[src/rtl/seg_chk_pkg.sv]
package seg_chk_pkg;

  typedef enum logic [1:0] {
    ACC_READ  = 2'd0,
    ACC_WRITE = 2'd1,
    ACC_FETCH = 2'd2,
    ACC_RSVD  = 2'd3
  } acc_kind_e;

  typedef enum logic [1:0] {
    CAUSE_NONE    = 2'd0,
    CAUSE_ABSENT  = 2'd1,
    CAUSE_TYPE    = 2'd2,
    CAUSE_LIMIT   = 2'd3
  } cause_e;

  // bit positions inside the rights byte
  localparam int RB_PRESENT = 7;
  localparam int RB_NONSYS  = 4;
  localparam int RB_TYPE_HI = 3;
  localparam int RB_TYPE_LO = 1;

endpackage

[src/rtl/seg_rights_eval.sv]
module seg_rights_eval
  import seg_chk_pkg::*;
(
  input  logic [7:0] rights,
  input  logic [1:0] kind,
  output logic       absent,
  output logic       type_bad,
  output logic       expand_down
);

  logic [2:0] seg_type;
  logic       is_code;
  logic       writable_data;
  logic       readable_code;
  acc_kind_e  acc;

  always_comb begin
    seg_type      = rights[RB_TYPE_HI:RB_TYPE_LO];
    acc           = acc_kind_e'(kind);
    is_code       = seg_type[2];
    writable_data = !seg_type[2] && seg_type[0];
    readable_code = seg_type[0];
    absent        = !rights[RB_PRESENT];
    expand_down   = rights[RB_NONSYS] && (seg_type[2:1] == 2'b01);

    type_bad = 1'b0;
    if (!rights[RB_NONSYS]) begin
      type_bad = 1'b1;
    end else begin
      unique case (acc)
        ACC_READ:  type_bad = is_code && !readable_code;
        ACC_WRITE: type_bad = !writable_data;
        ACC_FETCH: type_bad = !is_code;
        default:   type_bad = 1'b1;
      endcase
    end
  end

endmodule

[src/rtl/seg_limit_eval.sv]
module seg_limit_eval #(
  parameter int ADDR_W     = 32,
  parameter int LIMIT_W    = 20,
  parameter int GRAN_SHIFT = 12,
  parameter int SMALL_W    = 16
) (
  input  logic [LIMIT_W-1:0] limit_field,
  input  logic               gran,
  input  logic               big,
  input  logic               expand_down,
  input  logic [ADDR_W-1:0]  offset,
  output logic               limit_ok
);

  localparam logic [ADDR_W-1:0] GRAN_FILL = (ADDR_W'(1) << GRAN_SHIFT) - ADDR_W'(1);
  localparam logic [ADDR_W-1:0] SMALL_TOP = (ADDR_W'(1) << SMALL_W) - ADDR_W'(1);
  localparam logic [ADDR_W-1:0] FULL_TOP  = '1;

  logic [ADDR_W-1:0] lim_ext;
  logic [ADDR_W-1:0] byte_limit;
  logic [ADDR_W-1:0] seg_top;
  logic              above_limit;

  always_comb begin
    lim_ext     = ADDR_W'(limit_field);
    byte_limit  = gran ? ((lim_ext << GRAN_SHIFT) | GRAN_FILL) : lim_ext;
    seg_top     = big ? FULL_TOP : SMALL_TOP;
    above_limit = offset > byte_limit;
    if (expand_down) limit_ok = above_limit && (offset <= seg_top);
    else             limit_ok = !above_limit;
  end

endmodule

[src/rtl/seg_result_reg.sv]
module seg_result_reg #(
  parameter int ADDR_W = 32
) (
  input  logic              clk,
  input  logic              rst_n,
  input  logic              take,
  input  logic              drain,
  input  logic [1:0]        next_cause,
  input  logic [ADDR_W-1:0] next_addr,
  output logic              held,
  output logic [1:0]        cause,
  output logic [ADDR_W-1:0] addr
);

  always_ff @(posedge clk or negedge rst_n) begin
    if (!rst_n) begin
      held  <= 1'b0;
      cause <= '0;
      addr  <= '0;
    end else begin
      if (take) begin
        held  <= 1'b1;
        cause <= next_cause;
        addr  <= next_addr;
      end else if (drain) begin
        held <= 1'b0;
      end
    end
  end

endmodule

[src/rtl/seg_access_check.sv]
module seg_access_check
  import seg_chk_pkg::*;
#(
  parameter int ADDR_W     = 32,
  parameter int LIMIT_W    = 20,
  parameter int GRAN_SHIFT = 12,
  parameter int SMALL_W    = 16
) (
  input  logic               clk,
  input  logic               rst_n,
  input  logic               in_valid,
  output logic               in_ready,
  input  logic [ADDR_W-1:0]  in_base,
  input  logic [LIMIT_W-1:0] in_limit,
  input  logic               in_gran,
  input  logic               in_big,
  input  logic [7:0]         in_rights,
  input  logic [ADDR_W-1:0]  in_offset,
  input  logic [1:0]         in_kind,
  output logic               out_valid,
  input  logic               out_ready,
  output logic               out_fault,
  output logic [1:0]         out_cause,
  output logic [ADDR_W-1:0]  out_lin_addr
);

  logic              absent;
  logic              type_bad;
  logic              expand_down;
  logic              limit_ok;
  cause_e            cause_n;
  logic [ADDR_W-1:0] addr_n;
  logic              take;

  seg_rights_eval rights_i (
    .rights      (in_rights),
    .kind        (in_kind),
    .absent      (absent),
    .type_bad    (type_bad),
    .expand_down (expand_down)
  );

  seg_limit_eval #(
    .ADDR_W     (ADDR_W),
    .LIMIT_W    (LIMIT_W),
    .GRAN_SHIFT (GRAN_SHIFT),
    .SMALL_W    (SMALL_W)
  ) limit_i (
    .limit_field (in_limit),
    .gran        (in_gran),
    .big         (in_big),
    .expand_down (expand_down),
    .offset      (in_offset),
    .limit_ok    (limit_ok)
  );

  // fixed priority: absent, then type, then limit
  always_comb begin
    if (absent)         cause_n = CAUSE_ABSENT;
    else if (type_bad)  cause_n = CAUSE_TYPE;
    else if (!limit_ok) cause_n = CAUSE_LIMIT;
    else                cause_n = CAUSE_NONE;
    addr_n = (cause_n == CAUSE_NONE) ? (in_base + in_offset) : '0;
  end

  assign in_ready = !out_valid || out_ready;
  assign take     = in_valid && in_ready;

  seg_result_reg #(
    .ADDR_W (ADDR_W)
  ) result_i (
    .clk        (clk),
    .rst_n      (rst_n),
    .take       (take),
    .drain      (out_ready),
    .next_cause (cause_n),
    .next_addr  (addr_n),
    .held       (out_valid),
    .cause      (out_cause),
    .addr       (out_lin_addr)
  );

  assign out_fault = (out_cause != 2'd0);

endmodule

[config.mk]
export PLATFORM = sky130hd
export DESIGN_NAME = seg_access_check
export DESIGN_NICKNAME = d
export VERILOG_FILES = /design/src/rtl/seg_chk_pkg.sv /design/src/rtl/seg_rights_eval.sv /design/src/rtl/seg_limit_eval.sv /design/src/rtl/seg_result_reg.sv /design/src/rtl/seg_access_check.sv
export SDC_FILE = /design/constraint.sdc
export NUM_CORES = 1
export LEC_CHECK = 0
export BUFFER_PORTS_ARGS = -buffer_cell sky130_fd_sc_hd__buf_2
export CAP_MARGIN = 5
export CORE_ASPECT_RATIO = 0.9
export CORE_UTILIZATION = 42
export DETAILED_ROUTE_END_ITERATION = 8
export GPL_ROUTABILITY_DRIVEN = 0
export HOLD_SLACK_MARGIN = 0.02
export PLACE_DENSITY_LB_ADDON = 0.25
export REMOVE_ABC_BUFFERS = 1
export SYNTH_ARGS = -nofsm -noshare
export SYNTH_HDL_FRONTEND = slang
export SYNTH_SLANG_ARGS = --single-unit
[constraint.sdc]
create_clock -name clk -period 1.27 [get_ports clk]
set_input_delay 0.1905 -clock clk [delete_from_list [all_inputs] [get_ports clk]]
set_output_delay 0.1905 -clock clk [all_outputs]
set_load 0.05 [all_outputs]
* Yosys cells after proc, flatten, opt, wreduce, memory -nomap -nowiden
Index checks and enable logic that the tools add are counted.
Word-level totals: bits of input ports 100, bits in registers 35, output and inout port bits 37, word-level logic and storage cells 35
Operators by class: $add $sub $neg 1, reduce and logical (&&, ||, !) cells 15, equal/unequal tests 3, $lt $le $gt $ge 2, muxes and demuxes 11
Operators with widths (count):
- 2-to-1 mux 32 bit | 3
- adder 32 bit | 1
- > comparator 32 bit | 1
- <= comparator 32 bit | 1
- 2-to-1 mux 2 bit | 3
- logical AND 1 bit | 5
- logical NOT 1 bit | 5
- equality test 2 x 1 -> 1 bit (second input constant) | 2
- logical NOT 2 bit | 2
- 2-to-1 mux 1 bit | 4
- nonzero test 2 bit | 2
- one-hot mux 1 bit (3 select lines) | 1
- equality test 2 bit (second input constant) | 1
- logical OR 1 bit | 1

* Depth between registers and ports, before layout
Gate-level depths: netlist of run 1.
depth after elaboration 9, gate-level depth with buffers 15, gate-level depth less buffers 12

* Modules after synthesis
Synthesis of run 1 repeated with hierarchy kept, for this count alone.
Second synthesis, totals: cells, all modules 556, area total of the unflattened synthesis 4800.9 µm²
Modules (own cells, without submodules):
- seg_access_check | seq. area each 0.0 µm², instances 1, cells an instance 306, area each 2026.9 µm²
- seg_result_reg | seq. area each 875.8 µm², instances 1, cells an instance 75, area each 1450.1 µm²
- seg_limit_eval | seq. area each 0.0 µm², instances 1, cells an instance 169, area each 1283.7 µm²
- seg_rights_eval | seq. area each 0.0 µm², instances 1, cells an instance 6, area each 40.0 µm²

* Worst setup path before layout of run 1
No wires, ideal clock.
path kind input -> register, start point input port in_gran, end point register result_i.addr[19], required time 1.137 ns, setup time 0.133 ns, data arrival time 2.891 ns, setup slack -1.755 ns, stages 15, path buffers 3, cell sequence clkbuf_1 clkbuf_1 mux2i_1 ha_1 nand4_1 or2_2 nor2_1 o21ai_0 a31oi_1 o22ai_1 mux2i_1 nor2_2 inv_1 clkbuf_1 o21ai_0
Between the ends: cells in the longest elaborated chain, start to end 9, elaborated cells between the ends (all ways) 10, those cells by class order compare: 1; mux: 6; reduce/logical: 3
Ends and longest elaborated chain:
- start, declared | RTL line seg_access_check.sv:15 | input logic in_gran,
- 2-to-1 mux 32 bit (*) | RTL line seg_limit_eval.sv:26 | byte_limit = gran ? ((lim_ext << GRAN_SHIFT) | GRAN_FILL) : lim_ext;
- > comparator 32 bit (*) | RTL line seg_limit_eval.sv:28 | above_limit = offset > byte_limit;
- logical NOT 1 bit or logical AND 1 bit (tied branches) | RTL line seg_limit_eval.sv:30, seg_limit_eval.sv:29
- 2-to-1 mux 1 bit (*) | RTL line seg_limit_eval.sv:29 | if (expand_down) limit_ok = above_limit && (offset <= seg_top);
- 2-to-1 mux 2 bit (*) | RTL line seg_access_check.sv:61 | else if (!limit_ok) cause_n = CAUSE_LIMIT;
- 2-to-1 mux 2 bit (*) | RTL line seg_access_check.sv:60 | else if (type_bad) cause_n = CAUSE_TYPE;
- 2-to-1 mux 2 bit (*) | RTL line seg_access_check.sv:59 | if (absent) cause_n = CAUSE_ABSENT;
- logical NOT 2 bit (*) | RTL line seg_access_check.sv:63 | addr_n = (cause_n == CAUSE_NONE) ? (in_base + in_offset) : '0;
- 2-to-1 mux 32 bit (*) | RTL line seg_access_check.sv:63
- end signal, assigned | RTL line seg_result_reg.sv:24 | addr <= next_addr;
- end, declared | RTL line seg_result_reg.sv:12 | output logic [ADDR_W-1:0] addr
Every way passes the cells marked *; elsewhere a longest branch is shown, timed or not. A chain may end at the register's enable or synchronous reset.

* Worst setup path in the final report of run 1
start point input port in_offset[0], end point register result_i.addr[30]
Between the ends: cells in the longest elaborated chain, start to end 8, elaborated cells between the ends (all ways) 11, those cells by class add/sub: 1; order compare: 2; mux: 5; reduce/logical: 3
Ends and longest elaborated chain:
- start, declared | RTL line seg_access_check.sv:18 | input logic [ADDR_W-1:0] in_offset,
- > comparator 32 bit or <= comparator 32 bit (tied branches) | RTL line seg_limit_eval.sv:28, seg_limit_eval.sv:29
- logical NOT 1 bit or logical AND 1 bit (tied branches) | RTL line seg_limit_eval.sv:30, seg_limit_eval.sv:29
- 2-to-1 mux 1 bit | RTL line seg_limit_eval.sv:29
- 2-to-1 mux 2 bit | RTL line seg_access_check.sv:61
- 2-to-1 mux 2 bit | RTL line seg_access_check.sv:60
- 2-to-1 mux 2 bit | RTL line seg_access_check.sv:59
- logical NOT 2 bit | RTL line seg_access_check.sv:63
- 2-to-1 mux 32 bit (*) | RTL line seg_access_check.sv:63
Marks and branches as above.

==> results of run 1 <==
## critical path, cell delays in order
cell and delay, ns:
buf_8 0.10, ha_4 0.16, fa_2 0.39, a211oi_2 0.24, o21ai_2 0.11, a221o_1 0.36, a21o_1 0.19, a41o_4 0.24
a2111oi_4 0.36, o21ai_2 0.10, a31oi_2 0.15, xor2_1 0.15, o21ai_1 0.07
## sequential cells by signal, indices dropped and copies added, names as in the netlist
signal / cells
result_i.addr: 32
result_i.held: 1
result_i.cause: 2
## per-stage QoR
step / total power, W / TNS, ns / hold slack (ns)
global route: 0.00527 / -43.41 / 0.134
detailed placement: 0.00337 / -54.41 / 0.271
floorplan: 0.00239 / -46.34 / -0.105
CTS: 0.00478 / -36.55 / 0.113
global placement: 0.00331 / -51.42 / 0.258
finish: 0.00501 / -40.32 / 0.112
## path summary, 6_finish.rpt
path | cells past startpoint | slack [ns] | to | startpoint
min in group asynchronous | 3 | 0.48 | result_i.held$_DFFE_PN0P_ | rst_n
min reg2reg | 2 | 0.48 | result_i.addr[2]$_DFFE_PN0P_ | result_i.addr[2]$_DFFE_PN0P_
max | 13 | -1.38 | result_i.addr[30]$_DFFE_PN0P_ | in_offset[0]
max in group asynchronous | 3 | 0.45 | result_i.addr[0]$_DFFE_PN0P_ | rst_n
max reg2reg | 6 | -0.33 | result_i.addr[26]$_DFFE_PN0P_ | result_i.held$_DFFE_PN0P_
min | 2 | 0.11 | result_i.held$_DFFE_PN0P_ | in_valid
## per-layer routing
layer | share of wire | vias up | wire [µm] | global-route usage
met5 | 0 | - | 0 | 0
met2 | 0.47 | 230 | 7310 | 0.492
met3 | 0.072 | 42 | 1110 | 0.0472
met4 | 0.030 | 0 | 461 | 0.0927
li1 | - | 2349 | - | -
met1 | 0.43 | 2321 | 6630 | 0.362
## cell families after synthesis
family / count (synthesis) / share of synthesized area
compound gates: 156 / 0.268
buf+inv: 19 / 0.0177
xor+xnor: 28 / 0.0607
mux: 10 / 0.0248
flops: 35 / 0.217
simple gates: 141 / 0.163
fa+ha+maj: 80 / 0.250
## power by group through the flow
stage | registers (W) | clock network (W) | logic [W]
2_1_floorplan | 0.00134 | 0 | 0.00105
3_3_place_gp | 0.00120 | 0 | 0.00212
3_5_place_dp | 0.00120 | 0 | 0.00218
4_1_cts | 0.00118 | 0.00112 | 0.00249
5_1_grt | 0.00118 | 0.00114 | 0.00294
6_report | 0.00118 | 0.00109 | 0.00274
## synth_stat cells (2+ instances only)
cell type / count
o21ai_0: 40
a211oi_1: 4
o21a_1: 3
nor2b_1: 3
or2_2: 6
o22a_1: 2
o22ai_1: 2
nand4_1: 18
nand2b_1: 6
inv_1: 8
a21o_2: 4
a22o_1: 4
a31oi_1: 6
and2_1: 2
o21bai_1: 6
a21o_1: 29
clkbuf_1: 11
xnor2_1: 12
nor3_1: 5
mux2i_1: 10
and3_1: 3
and4_1: 2
o31ai_1: 2
nand2_1: 56
nand3_1: 9
dfrtp_1: 35
a21oi_1: 30
ha_1: 79
nor2_1: 29
a21boi_0: 2
o21ai_2: 3
xor2_1: 16
o211ai_1: 2
## area by class of cell
type,count,area [µm²]
Clock inverter,2,35.0
Sequential cell,35,876
Multi-Input combinational cell,415,3570
Clock buffer,6,82.6
Timing Repair Buffer,292,2090
Fill cell,636,2360
Tap cell,122,153
Inverter,8,38.8
## what timing repair did
action	4_1_cts	5_1_grt
cloned	2	3
endpoints found under the setup margin	36	36
resized for setup	99	57
pin swaps	34	45
hold endpoints to repair	35	0
hold buffers	1	0
buffers inserted	20	9
==> run_results.csv, run 1 <==
group,metric,value,unit
clock_tree,cts-root-buf,"clkbuf_8",
cells_and_area,drive_gt1_frac,0.528,
routing,routed_via_density,5.62,
status,violations,"negative setup slack",
yosys,synth_area,0.00404,mm²
place,dpl.cell_count,838,
yosys,avgSynthCellArea,8.61,µm²
clock_tree,htreeDepth,2,
critical_path,end_kind,"flop",
floorplanning,initial_core_util,0.439,
global_routing,grt_pass1_vias,4830,
yosys,synth_edf_count,0,
pwr,internal-power,0.00314,W
routing,finalWirelength,15.5,mm
sta,layout_setup_ws,-1.38,ns
sta,slew_headroom,0.676,
routing,drc,0,
yosys,synthTopCellsByArea,"ha_1, dfrtp_1, a21o_1",
critical_path,cp-start-kind,"input pin",
sta,fin_crit_sh,2.08,
status,outcome,"complete, but fails checks",
floorplanning,die_w,105,µm
sta,period_minus_slack,2.65,ns
floorplanning,io_pins,137,
yosys,syn-instance-count,469,
worst_hold_path,hold_path.class,"in2reg",
yosys,synth_top_area_frac,0.245,
clock_tree,cts_sinks,35,
sta,fmax,0.378,GHz
critical_path,critPathMaxFanout,3,
routing,wire_per_inst,17.6,µm
routing,postRouteAntennaNets,0,
pwr,leakagePower,3.54,nW
global_routing,antenna_found_initial,0,
global_routing,grt_pass1_wl,22.7,mm
sta,grt_setup_unrepaired,"true",
floorplanning,die_area,0.0100,mm²
sta,clock_skew,0.00527,ns
sta,finalHoldViolations,0,
place,port_buffers,133,
cells_and_area,fin_cells,880,
yosys,ys_ff_latch,35,
yosys,yosys.area.top_type,"ha_1",
pwr,power_frac_comb,0.547,
cells_and_area,most-common-layout-cells,"buf_4, buf_2, ha_1",
clock_tree,cts_max_path_buffers,2,
cells_and_area,final_util,0.744,
place,pre_cts_slack,-1.82,ns
critical_path,worstPathArrival,2.83,ns
clock_tree,clock_latency,0.30,ns
clock_tree,cts-buffers-inserted,5,
cells_and_area,stdcell_area,0.00685,mm²
yosys,yosys_warnings,0,
floorplanning,rows,33,
yosys,async_flop_share,1.00,
yosys,seq_area_frac_synth,0.217,
cells_and_area,diodes,0,
routing,drt_iter0_drc,240,
flow_run,cap_violations,0,
pwr,netSwitchingPower,0.00187,W
global_routing,grt_overflow,0,
place,place_area,0.00578,mm²
cells_and_area,areaGrowthSynthToFinish,69.5,%
yosys,ys_types,53,
yosys,synth-main-ff-cell,"dfrtp_1",
routing,drt-pass1-iter-count,5,
floorplanning,fp.dieH,95.0,µm
critical_path,criticalPathCategory,"in2reg",
routing,via_count,4942,
pwr,vdd_drop_max,0.462,mV
cells_and_area,fin_nets,937,
sta,setup_viol,34,
global_routing,grtUsageTotal,0.284,
critical_path,worstPathRequired,1.46,ns
pwr,power.share.switching,0.373,
clock_tree,tritoncts,"built",
sta,worst_pin_slew,0.485,ns
pwr,pwr-share-seq,0.235,
place,hpwlAfterDp,10.8,mm
sta,slew_viol_final,0,
pwr,p_per_area,731,mW/mm²
cells_and_area,final_common_cell,"buf_4",
global_routing,grt_max_degree,36,
clock_tree,clkTransAtPathRegs,0.08,ns
floorplanning,core,0.00921,mm²
pwr,clkPwrFrac,0.218,
Note: power is estimated with default switching activity, not from simulation.
==> run 2: changes to the inputs <==
--- a/config.mk
+++ b/config.mk
@@ -8,7 +8,7 @@
 export BUFFER_PORTS_ARGS = -buffer_cell sky130_fd_sc_hd__buf_2
 export CAP_MARGIN = 5
 export CORE_ASPECT_RATIO = 0.9
-export CORE_UTILIZATION = 42
+export CORE_UTILIZATION = 30
 export DETAILED_ROUTE_END_ITERATION = 8
 export GPL_ROUTABILITY_DRIVEN = 0
 export HOLD_SLACK_MARGIN = 0.02
==> run_results.csv, run 2 (synthesized netlist as in run 1, its figures left out) <==
group,metric,value,unit
clock_tree,cts_sinks,35,
sta,slew_viol_final,0,
cells_and_area,most-common-layout-cells,"buf_4, buf_2, ha_1",
sta,finalHoldViolations,0,
pwr,power_frac_comb,0.503,
critical_path,cp_top_family,"compound AO/OA/AOI/OAI gates",
critical_path,regToRegSetupSlack,-0.18,ns
flow_run,cap_violations,0,
sta,layout_setup_ws,-1.39,ns
routing,routed_via_density,5.04,
cells_and_area,drive_gt1_frac,0.530,
routing,via_count,4648,
critical_path,cp.depth,14,
critical_path,critPathMaxFanout,3,
global_routing,antenna_found_initial,0,
sta,clock_skew,0.00932,ns
worst_hold_path,hold_path.class,"in2reg",
critical_path,cpMaxStageDelayCell,"fa_2",
pwr,netSwitchingPower,0.00187,W
clock_tree,htreeDepth,2,
critical_path,criticalPathCategory,"in2reg",
global_routing,grt_pass1_wl,23.4,mm
sta,hold_slack,0.139,ns
critical_path,cp-start-kind,"input pin",
sta,setup_viol,34,
clock_tree,cts_max_path_buffers,2,
sta,slew_headroom,0.738,
cells_and_area,final_common_cell,"buf_4",
sta,worst_pin_slew,0.389,ns
critical_path,worstPathArrival,2.84,ns
cells_and_area,fin_nets,937,
cells_and_area,areaGrowthSynthToFinish,73.7,%
floorplanning,fp.dieH,112,µm
worst_hold_path,hold_path_depth,2,
floorplanning,die_area,0.0139,mm²
place,port_buffers,133,
routing,drt_iter0_drc,180,
clock_tree,clkTransAtPathRegs,0.06,ns
pwr,internal-power,0.00346,W
sta,fmax,0.376,GHz
pwr,pwr-share-seq,0.221,
routing,postRouteAntennaNets,0,
floorplanning,initial_core_util,0.312,
pwr,clkPwrFrac,0.277,
global_routing,grt_overflow,0,
floorplanning,rows,39,
cells_and_area,top_regs,"result_i.addr (32), result_i.cause (2), result_i.held (1)",
critical_path,rr_worst_depth,7,
global_routing,grt_pass1_vias,4814,
clock_tree,clock_latency,0.29,ns
global_routing,grtUsageTotal,0.208,
floorplanning,die_w,124,µm
clock_tree,cts-buffers-inserted,5,
floorplanning,core,0.0129,mm²
pwr,power.share.switching,0.351,
clock_tree,cts-root-buf,"clkbuf_16",
cells_and_area,stdcell_area,0.00702,mm²
place,place_area,0.00589,mm²
pwr,vdd_drop_max,0.522,mV
global_routing,grt_max_degree,27,
pwr,leakagePower,3.60,nW
critical_path,worstPathRequired,1.45,ns
critical_path,end_kind,"flop",
routing,finalWirelength,14.7,mm
status,violations,"negative setup slack",
routing,drt-pass1-iter-count,4,
cells_and_area,diodes,0,
critical_path,max_stage_delay,0.35,ns
critical_path,path_cells,"buf_8, ha_4, fa_2, a211oi_2, o21ai_2, a221o_1, a21o_1, a41o_4, a2111oi_4, buf_4, nor2_2, o22ai_2, xor2_1, o21ai_1",
sta,grt_setup_unrepaired,"true",
place,hpwlAfterDp,11.6,mm
status,outcome,"complete, but fails checks",
pwr,p_per_area,759,mW/mm²
cells_and_area,largest_register,"result_i.addr",
routing,wire_per_inst,15.9,µm
routing,drc,0,
sta,period_minus_slack,2.66,ns
critical_path,cp.buffers_inverters,2,
sta,fin_crit_sh,2.09,
cells_and_area,largest_reg_flops,32,
floorplanning,io_pins,137,
clock_tree,tritoncts,"built",
[run 2: final cells by class]
cell class              count  area (µm²)
repair buffers            292        2110
inverters                   8        33.8
clock inverters             2        35.0
flip-flops and latches     35         876
multi-input cells         415        3620
clock buffers               6         139
well taps                 164         205
fillers                  1154        5910
[run 2: through the flow]
stage	setup TNS, ns	total power, W	setup slack (ns)	instances	utilization
floorplan	-46.34	0.00239	-1.57	458	-
global placement	-55.55	0.00335	-1.80	886	0.456
detailed placement	-56.84	0.00341	-1.85	886	0.456
CTS	-37.31	0.00525	-1.47	914	0.527
global route	-44.81	0.00565	-1.48	922	0.543
finish	-40.55	0.00533	-1.39	922	0.543
[run 2: per-layer routing]
layer / vias up / global-route usage / routed length, µm
li1: 2343 / - / -
met1: 2185 / 0.269 / 6740
met2: 106 / 0.361 / 7150
met3: 14 / 0.0329 / 586
met4: 0 / 0.0546 / 206
met5: - / 0 / 0
[run 2: power by group through the flow]
stage	logic (W)	registers (W)	clock network, W
CTS	0.00258	0.00118	0.00149
finish	0.00268	0.00118	0.00147
detailed placement	0.00221	0.00120	0
global placement	0.00216	0.00120	0
floorplan	0.00105	0.00134	0
global route	0.00291	0.00118	0.00155
[run 2: path summary, 6_finish.rpt]
path                                                from                            end
setup reg to reg               result_i.held$_DFFE_PN0P_  result_i.addr[30]$_DFFE_PN0P_
min in group asynchronous                          rst_n  result_i.addr[26]$_DFFE_PN0P_
hold / removal                                  in_valid      result_i.held$_DFFE_PN0P_
hold reg to reg            result_i.addr[18]$_DFFE_PN0P_  result_i.addr[18]$_DFFE_PN0P_
max in group asynchronous                          rst_n   result_i.addr[1]$_DFFE_PN0P_
setup / recovery                            in_offset[0]  result_i.addr[28]$_DFFE_PN0P_
[run 2: timing repair]
action                                  CTS  global route
cloned                                    3             1
pin swaps                                80            52
endpoints found under the setup margin   36            34
hold endpoints to repair                 11             0
hold buffers                              1             0
resized for setup                       139            27
buffers inserted                         20             8
